**src/rtl/secctl_pkg.sv**
```systemverilog
package secctl_pkg;

    typedef enum logic [3:0] {
        TGT_NONE,
        TGT_RESP,
        TGT_NSC,
        TGT_NS_AHBX,
        TGT_NS_APB,
        TGT_NS_APBX,
        TGT_SP_AHBX,
        TGT_SP_APB,
        TGT_SP_APBX,
        TGT_ID
    } tgt_e;

    typedef struct packed {
        tgt_e       tgt;
        logic [3:0] idx;
    } dec_t;

    typedef enum logic {
        ST_IDLE,
        ST_ACK
    } st_e;

    localparam logic [1:0] SZ_BYTE = 2'd0;
    localparam logic [1:0] SZ_HALF = 2'd1;
    localparam logic [1:0] SZ_WORD = 2'd2;
    localparam logic [1:0] SZ_RSVD = 2'd3;

    localparam int ID_WORDS = 12;

    function automatic logic [7:0] id_byte(input logic [3:0] i);
        case (i)
            4'd0:    id_byte = 8'h02;
            4'd4:    id_byte = 8'h6A;
            4'd5:    id_byte = 8'h91;
            4'd6:    id_byte = 8'h1C;
            4'd8:    id_byte = 8'h3C;
            4'd9:    id_byte = 8'hA5;
            4'd10:   id_byte = 8'h5A;
            4'd11:   id_byte = 8'hC3;
            default: id_byte = 8'h00;
        endcase
    endfunction

endpackage

```
**src/rtl/secctl_decode.sv**
```systemverilog
module secctl_decode
    import secctl_pkg::*;
#(
    parameter int N_APB = 2,
    parameter int N_EXP = 4
) (
    input  logic [11:0] addr,
    output dec_t        dec
);
    logic [9:0] id_ofs;
    logic [1:0] sel;

    always_comb begin
        sel     = addr[3:2];
        id_ofs  = addr[11:2] - 10'h3F4;
        dec.tgt = TGT_NONE;
        dec.idx = {2'b00, sel};
        case (addr[11:4])
            8'h01: begin
                if (sel == 2'd0)      dec.tgt = TGT_RESP;
                else if (sel == 2'd1) dec.tgt = TGT_NSC;
            end
            8'h06: if (int'(sel) < N_EXP) dec.tgt = TGT_NS_AHBX;
            8'h07: if (int'(sel) < N_APB) dec.tgt = TGT_NS_APB;
            8'h08: if (int'(sel) < N_EXP) dec.tgt = TGT_NS_APBX;
            8'h0A: if (int'(sel) < N_EXP) dec.tgt = TGT_SP_AHBX;
            8'h0B: if (int'(sel) < N_APB) dec.tgt = TGT_SP_APB;
            8'h0C: if (int'(sel) < N_EXP) dec.tgt = TGT_SP_APBX;
            8'hFD, 8'hFE, 8'hFF: begin
                dec.tgt = TGT_ID;
                dec.idx = id_ofs[3:0];
            end
            default: dec.tgt = TGT_NONE;
        endcase
    end
endmodule

```
**src/rtl/secctl_mask_bank.sv**
```systemverilog
module secctl_mask_bank #(
    parameter int                    N_INST    = 4,
    parameter int                    MASK_W    = 16,
    parameter logic [N_INST*8-1:0]   PORT_CNTS = {N_INST{8'd16}}
) (
    input  logic                          clk,
    input  logic                          rst_n,
    input  logic                          wr_en,
    input  logic [1:0]                    wr_idx,
    input  logic [MASK_W-1:0]             wr_data,
    output logic [N_INST-1:0][MASK_W-1:0] q
);
    for (genvar g = 0; g < N_INST; g++) begin : g_inst
        localparam int CNT = int'(PORT_CNTS[g*8 +: 8]);
        localparam logic [MASK_W-1:0] KEEP =
            (CNT >= MASK_W) ? {MASK_W{1'b1}} : MASK_W'((64'd1 << CNT) - 64'd1);

        always_ff @(posedge clk or negedge rst_n) begin
            if (!rst_n) begin
                q[g] <= '0;
            end else if (wr_en && (wr_idx == 2'(g))) begin
                q[g] <= wr_data & KEEP;
            end
        end
    end
endmodule

```
**src/rtl/secctl_rdlane.sv**
```systemverilog
module secctl_rdlane (
    input  logic [31:0] word,
    input  logic [1:0]  lane,
    input  logic [1:0]  size,
    output logic [31:0] data
);
    logic [31:0] shifted;

    always_comb begin
        shifted = word >> {lane, 3'b000};
        case (size)
            2'd0:    data = {24'h0, shifted[7:0]};
            2'd1:    data = {16'h0, shifted[15:0]};
            default: data = shifted;
        endcase
    end
endmodule

```
**src/rtl/secctl_regs.sv**
```systemverilog
module secctl_regs
    import secctl_pkg::*;
#(
    parameter int MASK_W     = 16,
    parameter int N_EXP      = 4,
    parameter int APB0_PORTS = 3,
    parameter int APB1_PORTS = 1,
    parameter int EXP_PORTS  = 16
) (
    input  logic                         clk,
    input  logic                         rst_n,
    input  logic                         valid,
    input  logic                         write,
    input  logic [11:0]                  addr,
    input  logic [31:0]                  wdata,
    input  logic [1:0]                   size,
    output logic                         ready,
    output logic [31:0]                  rdata,
    output logic                         err,
    output logic                         resp_cfg_o,
    output logic [1:0]                   nsc_cfg_o,
    output logic [1:0][MASK_W-1:0]       apb_ns_o,
    output logic [1:0][MASK_W-1:0]       apb_sp_o,
    output logic [N_EXP-1:0][MASK_W-1:0] ahbx_ns_o,
    output logic [N_EXP-1:0][MASK_W-1:0] ahbx_sp_o,
    output logic [N_EXP-1:0][MASK_W-1:0] apbx_ns_o,
    output logic [N_EXP-1:0][MASK_W-1:0] apbx_sp_o
);
    localparam int N_APB = 2;
    localparam logic [N_APB*8-1:0] APB_CNTS = {8'(APB1_PORTS), 8'(APB0_PORTS)};
    localparam logic [N_EXP*8-1:0] EXP_CNTS = {N_EXP{8'(EXP_PORTS)}};

    st_e         state, state_nx;
    dec_t        dec;
    logic        accept;
    logic        wr_commit;
    logic        rd_err, wr_err;
    logic [31:0] word, lane_data;
    logic [31:0] rdata_q;
    logic        err_q;
    logic        resp_q;
    logic [1:0]  nsc_q;

    // state register
    always_ff @(posedge clk or negedge rst_n) begin
        if (!rst_n) state <= ST_IDLE;
        else        state <= state_nx;
    end

    // next state
    always_comb begin
        state_nx = state;
        unique case (state)
            ST_IDLE: if (valid) state_nx = ST_ACK;
            ST_ACK:  state_nx = ST_IDLE;
        endcase
    end

    // outputs of the machine
    always_comb begin
        ready  = 1'b0;
        accept = 1'b0;
        unique case (state)
            ST_IDLE: accept = valid;
            ST_ACK:  ready  = 1'b1;
        endcase
    end

    secctl_decode #(.N_APB(N_APB), .N_EXP(N_EXP)) u_dec (
        .addr (addr),
        .dec  (dec)
    );

    always_comb begin
        rd_err    = (dec.tgt == TGT_NONE) || (size == SZ_RSVD);
        wr_err    = (dec.tgt == TGT_NONE) || (dec.tgt == TGT_ID) || (size == SZ_RSVD);
        wr_commit = accept && write && (size == SZ_WORD) && !wr_err;
    end

    secctl_mask_bank #(.N_INST(N_APB), .MASK_W(MASK_W), .PORT_CNTS(APB_CNTS)) u_ns_apb (
        .clk(clk), .rst_n(rst_n),
        .wr_en(wr_commit && dec.tgt == TGT_NS_APB), .wr_idx(dec.idx[1:0]),
        .wr_data(wdata[MASK_W-1:0]), .q(apb_ns_o)
    );
    secctl_mask_bank #(.N_INST(N_APB), .MASK_W(MASK_W), .PORT_CNTS(APB_CNTS)) u_sp_apb (
        .clk(clk), .rst_n(rst_n),
        .wr_en(wr_commit && dec.tgt == TGT_SP_APB), .wr_idx(dec.idx[1:0]),
        .wr_data(wdata[MASK_W-1:0]), .q(apb_sp_o)
    );
    secctl_mask_bank #(.N_INST(N_EXP), .MASK_W(MASK_W), .PORT_CNTS(EXP_CNTS)) u_ns_ahbx (
        .clk(clk), .rst_n(rst_n),
        .wr_en(wr_commit && dec.tgt == TGT_NS_AHBX), .wr_idx(dec.idx[1:0]),
        .wr_data(wdata[MASK_W-1:0]), .q(ahbx_ns_o)
    );
    secctl_mask_bank #(.N_INST(N_EXP), .MASK_W(MASK_W), .PORT_CNTS(EXP_CNTS)) u_sp_ahbx (
        .clk(clk), .rst_n(rst_n),
        .wr_en(wr_commit && dec.tgt == TGT_SP_AHBX), .wr_idx(dec.idx[1:0]),
        .wr_data(wdata[MASK_W-1:0]), .q(ahbx_sp_o)
    );
    secctl_mask_bank #(.N_INST(N_EXP), .MASK_W(MASK_W), .PORT_CNTS(EXP_CNTS)) u_ns_apbx (
        .clk(clk), .rst_n(rst_n),
        .wr_en(wr_commit && dec.tgt == TGT_NS_APBX), .wr_idx(dec.idx[1:0]),
        .wr_data(wdata[MASK_W-1:0]), .q(apbx_ns_o)
    );
    secctl_mask_bank #(.N_INST(N_EXP), .MASK_W(MASK_W), .PORT_CNTS(EXP_CNTS)) u_sp_apbx (
        .clk(clk), .rst_n(rst_n),
        .wr_en(wr_commit && dec.tgt == TGT_SP_APBX), .wr_idx(dec.idx[1:0]),
        .wr_data(wdata[MASK_W-1:0]), .q(apbx_sp_o)
    );

    // scalar settings
    always_ff @(posedge clk or negedge rst_n) begin
        if (!rst_n) begin
            resp_q <= 1'b0;
            nsc_q  <= 2'b00;
        end else if (wr_commit) begin
            if (dec.tgt == TGT_RESP) resp_q <= wdata[0];
            if (dec.tgt == TGT_NSC)  nsc_q  <= wdata[1:0];
        end
    end

    assign resp_cfg_o = resp_q;
    assign nsc_cfg_o  = nsc_q;

    // read word selection
    always_comb begin
        word = '0;
        case (dec.tgt)
            TGT_RESP: word[0]   = resp_q;
            TGT_NSC:  word[1:0] = nsc_q;
            TGT_ID:   word[7:0] = id_byte(dec.idx);
            TGT_NS_APB, TGT_SP_APB: begin
                for (int i = 0; i < N_APB; i++) begin
                    if (int'(dec.idx) == i) begin
                        word[MASK_W-1:0] = (dec.tgt == TGT_NS_APB) ? apb_ns_o[i] : apb_sp_o[i];
                    end
                end
            end
            TGT_NS_AHBX, TGT_SP_AHBX: begin
                for (int i = 0; i < N_EXP; i++) begin
                    if (int'(dec.idx) == i) begin
                        word[MASK_W-1:0] = (dec.tgt == TGT_NS_AHBX) ? ahbx_ns_o[i] : ahbx_sp_o[i];
                    end
                end
            end
            TGT_NS_APBX, TGT_SP_APBX: begin
                for (int i = 0; i < N_EXP; i++) begin
                    if (int'(dec.idx) == i) begin
                        word[MASK_W-1:0] = (dec.tgt == TGT_NS_APBX) ? apbx_ns_o[i] : apbx_sp_o[i];
                    end
                end
            end
            default: word = '0;
        endcase
    end

    secctl_rdlane u_lane (
        .word (word),
        .lane (addr[1:0]),
        .size (size),
        .data (lane_data)
    );

    // response capture on IDLE->ACK
    always_ff @(posedge clk or negedge rst_n) begin
        if (!rst_n) begin
            rdata_q <= '0;
            err_q   <= 1'b0;
        end else if (accept) begin
            if (write) begin
                rdata_q <= '0;
                err_q   <= (size == SZ_BYTE || size == SZ_HALF) ? 1'b0 : wr_err;
            end else begin
                rdata_q <= rd_err ? 32'h0 : lane_data;
                err_q   <= rd_err;
            end
        end
    end

    assign rdata = ready ? rdata_q : 32'h0;
    assign err   = ready & err_q;

endmodule

```
**config.mk**
```make
export PLATFORM = sky130hd
export DESIGN_NAME = secctl_regs
export DESIGN_NICKNAME = d
export VERILOG_FILES = /design/src/rtl/secctl_pkg.sv /design/src/rtl/secctl_decode.sv /design/src/rtl/secctl_mask_bank.sv /design/src/rtl/secctl_rdlane.sv /design/src/rtl/secctl_regs.sv
export SDC_FILE = /design/constraint.sdc
export NUM_CORES = 1
export LEC_CHECK = 0
export BUFFER_PORTS_ARGS = -buffer_cell sky130_fd_sc_hd__buf_2
export CORE_ASPECT_RATIO = 0.5
export CORE_UTILIZATION = 35
export CTS_CLUSTER_SIZE = 10
export DETAILED_ROUTE_END_ITERATION = 8
export GPL_TIMING_DRIVEN = 1
export PLACE_DENSITY = 0.55
export SLEW_MARGIN = 20
export SYNTH_ARGS = -nofsm -noshare
export SYNTH_HDL_FRONTEND = slang
export SYNTH_SLANG_ARGS = --single-unit
```
**constraint.sdc**
```tcl
create_clock -name clk -period 7.1 [get_ports clk]
set_clock_uncertainty 0.2 [all_clocks]
set_input_delay 1.42 -clock clk [delete_from_list [all_inputs] [get_ports clk]]
set_output_delay 1.42 -clock clk [all_outputs]
set_load 0.01 [all_outputs]
```
==> impl_metrics.yaml <==
floorplan:
  start_util: 0.357
  ios: 407
  num_rows: 52
  die_y_um: 146
  dieArea_um2: 42200
  core_area_um2: 40600
  die_w_um: 290
finish:
  fill_cells: 3838
  area_delta_synth_final_pct: 19.0
  drive_gt1_frac: 0.429
  fin_area_um2: 17200
  finish.utilization: 0.424
  final_cells: 2065
  nNetsFinal: 1579
  n_antenna_cell: 0
power_and_ir_drop:
  vdd_drop_max_mv: 0.122
  power_density_nw_per_um2: 197
  leakagePower_nw: 9.47
synth:
  synth_seq_area_share: 0.493
  synth-edff-count: 0
  yosys.area.top_type_share: 0.493
  synthTopCellsByArea: "dfrtp_1 (49%), mux2_2 (17%), buf_4 (3.8%), nand2_1 (3.3%), mux2_4 (3.1%)"
  ys_ff_latch: 285
  synth_compound_area_frac: 0.104
  synth_simple_gate_area_frac: 0.0877
  synth_commonest_cells: "dfrtp_1 (285), mux2_2 (220), nand2_1 (128)"
  synth_top_flop_cell: "dfrtp_1"
  synthMuxAreaShare: 0.239
  synth_top_area_cell: "dfrtp_1"
  synth.distinct_cells: 62
  synth_top_family_by_area: "multiplexers"
  async_flop_share: 1.00
  avgSynthCellArea_um2: 11.8
  synth_fa_ha_area_frac: 0.00778
  synthesis.area_um2: 14500
  yosys_warnings: 0
  syn_inst: 1229
  synth_xor_area_frac: 0.000605
  synth_most_common_cell: "dfrtp_1"
sta:
  setup-violations-final: 0
  tightest_slew_ns: 1.13
  slew_violations: 0
  max_slew_margin: 0.244
  fmax_mhz: 188
  layout_min_cycle_time_ns: 5.31
  tns_ns: 0
  grt_setup_unrepaired: "false"
  fin_crit_sh: 0.749
  fin_hold_ws_ns: 0.288
  hold_viol_final: 0
route:
  wl_um: 51400
  viasPerCell: 5.39
  ant_nets: 0
  wl_per_cell_um: 24.9
  vias: 11135
  drc: 0
  drtIter0Drc: 1081
  drtPass1Iterations: 5
grt:
  grt_pass1_wl_um: 75600
  grt_use_met2: 0.409
  gr-total-overflow: 0
  antenna_found_initial: 1
  grt_start_max_net_pins: 140
  grt.busiest_layer: "met2"
  met3_usage: 0.0458
  met1_usage: 0.307
  grt_pass1_vias: 11377
  grt_usage: 0.242
place:
  gp_congestion: 0.929
  placed_cell_area_um2: 16300
  post-place-cells: 2024
  port-buffer-count: 318
  dpl.hpwl_um: 36300
cts:
  clockBufferDepth: 3
  clk_latency_ns: 0.53
  cts_sinks: 285
  ctsResizeCount: 0
  cts_root_buf: "clkbuf_16"
  cts_tree: "yes"
  cts_setup_buffers: 0
  ctsHoldBuffers: 0
  htreeDepth: 2
  cts_buffers: 34
  clk_pin_slew_worst_paths_ns: 0.05
setup_path:
  cp.required_ns: 7.30
  start_kind: "primary input"
  arrival_ns: 5.52
  crit_path_end_kind: "register"
  crit_type: "in2reg"
  crit_fanout: 29
job:
  drv_cap: 0
run_status:
  outcome: "complete, no violations"
hold_path:
  hold_class: "reg2reg"
## cells in the final DEF, fill, tap and decap left out, drive strengths merged, types with 11 or more instances in the layout
cell type  count
a21oi         44
a221oi        12
a22o          22
a22oi         15
a31oi         11
and2          27
buf          344
clkbuf        41
conb          72
dfrtp        285
mux2         270
mux2i         30
nand2        135
nand3         50
o21ai         32
o311ai        12
## cell type report
cell class	count	area [µm²]	area share
clock buffers	41	951	0.0552
well taps	540	676	0.0392
multi-input cells	846	6620	0.385
repair buffers	344	1810	0.105
inverters	9	33.8	0.00196
flip-flops and latches	285	7130	0.414
## state kept, by name, summed over array words and instances (netlist names)
| register | cells |
|---|---|
| u_ns_ahbx.q | 64 |
| u_ns_apbx.q | 64 |
| u_sp_ahbx.q | 64 |
| u_sp_apbx.q | 64 |
| rdata_q | 16 |
| u_ns_apb.q | 4 |
| u_sp_apb.q | 4 |
| nsc_cfg_o | 2 |
| err_q | 1 |
| resp_cfg_o | 1 |
| state | 1 |
## path summary, 6_finish.rpt
| kind | startpoint | slack [ns] | endpoint | cells after the start |
|---|---|---|---|---|
| max in group asynchronous | rst_n | 4.59 | u_sp_ahbx.q[56] | 2 |
| min in group asynchronous | rst_n | 0.63 | u_ns_apb.q[16] | 1 |
| min reg2reg | rdata_q[3] | 0.29 | rdata_q[3] | 1 |
| min | rdata_q[3] | 0.29 | rdata_q[3] | 1 |
| max reg2reg | state | 3.12 | u_ns_apbx.q[28] | 7 |
| max | addr[8] | 1.79 | rdata_q[3] | 11 |
## worst max-delay path: stages
cell and delay (ns):
buf_2 0.11, or4_1 0.64, a211oi_2 0.29, o21a_1 0.45, nand2_2 0.60, buf_4 0.48, nand2_1 0.13, a21oi_1 0.07
o311ai_0 0.65, nand4b_1 0.32, a32o_1 0.32
## layer usage
metal | routed length (µm) | share of wire
met5 | 0 | 0
met4 | 1770 | 0.034
met3 | 3560 | 0.069
met2 | 25500 | 0.50
met1 | 20500 | 0.40
## power breakdown
part	switching (W)	leakage, nW	total [W]	internal [W]
clock	0.000657	0.467	0.00159	0.000928
combinational	0.000140	5.02	0.000177	0.0000363
sequential	0.00000266	3.98	0.00163	0.00163
## cells by family after synthesis
kind of cell    after synthesis
simple gates                257
buf+inv                     169
flops                       285
fa+ha+maj                     9
compound gates              207
mux                         300
xor+xnor                      1
other cells                   1
## stage by stage
stage                     power (W)  worst slack, ns
after floorplan             0.00177             2.73
after global placement      0.00183             1.47
after detailed placement    0.00183             1.38
after CTS                   0.00341             1.90
after global routing        0.00351             1.67
final                       0.00339             1.79
Note: power is estimated with default switching activity, not from simulation.
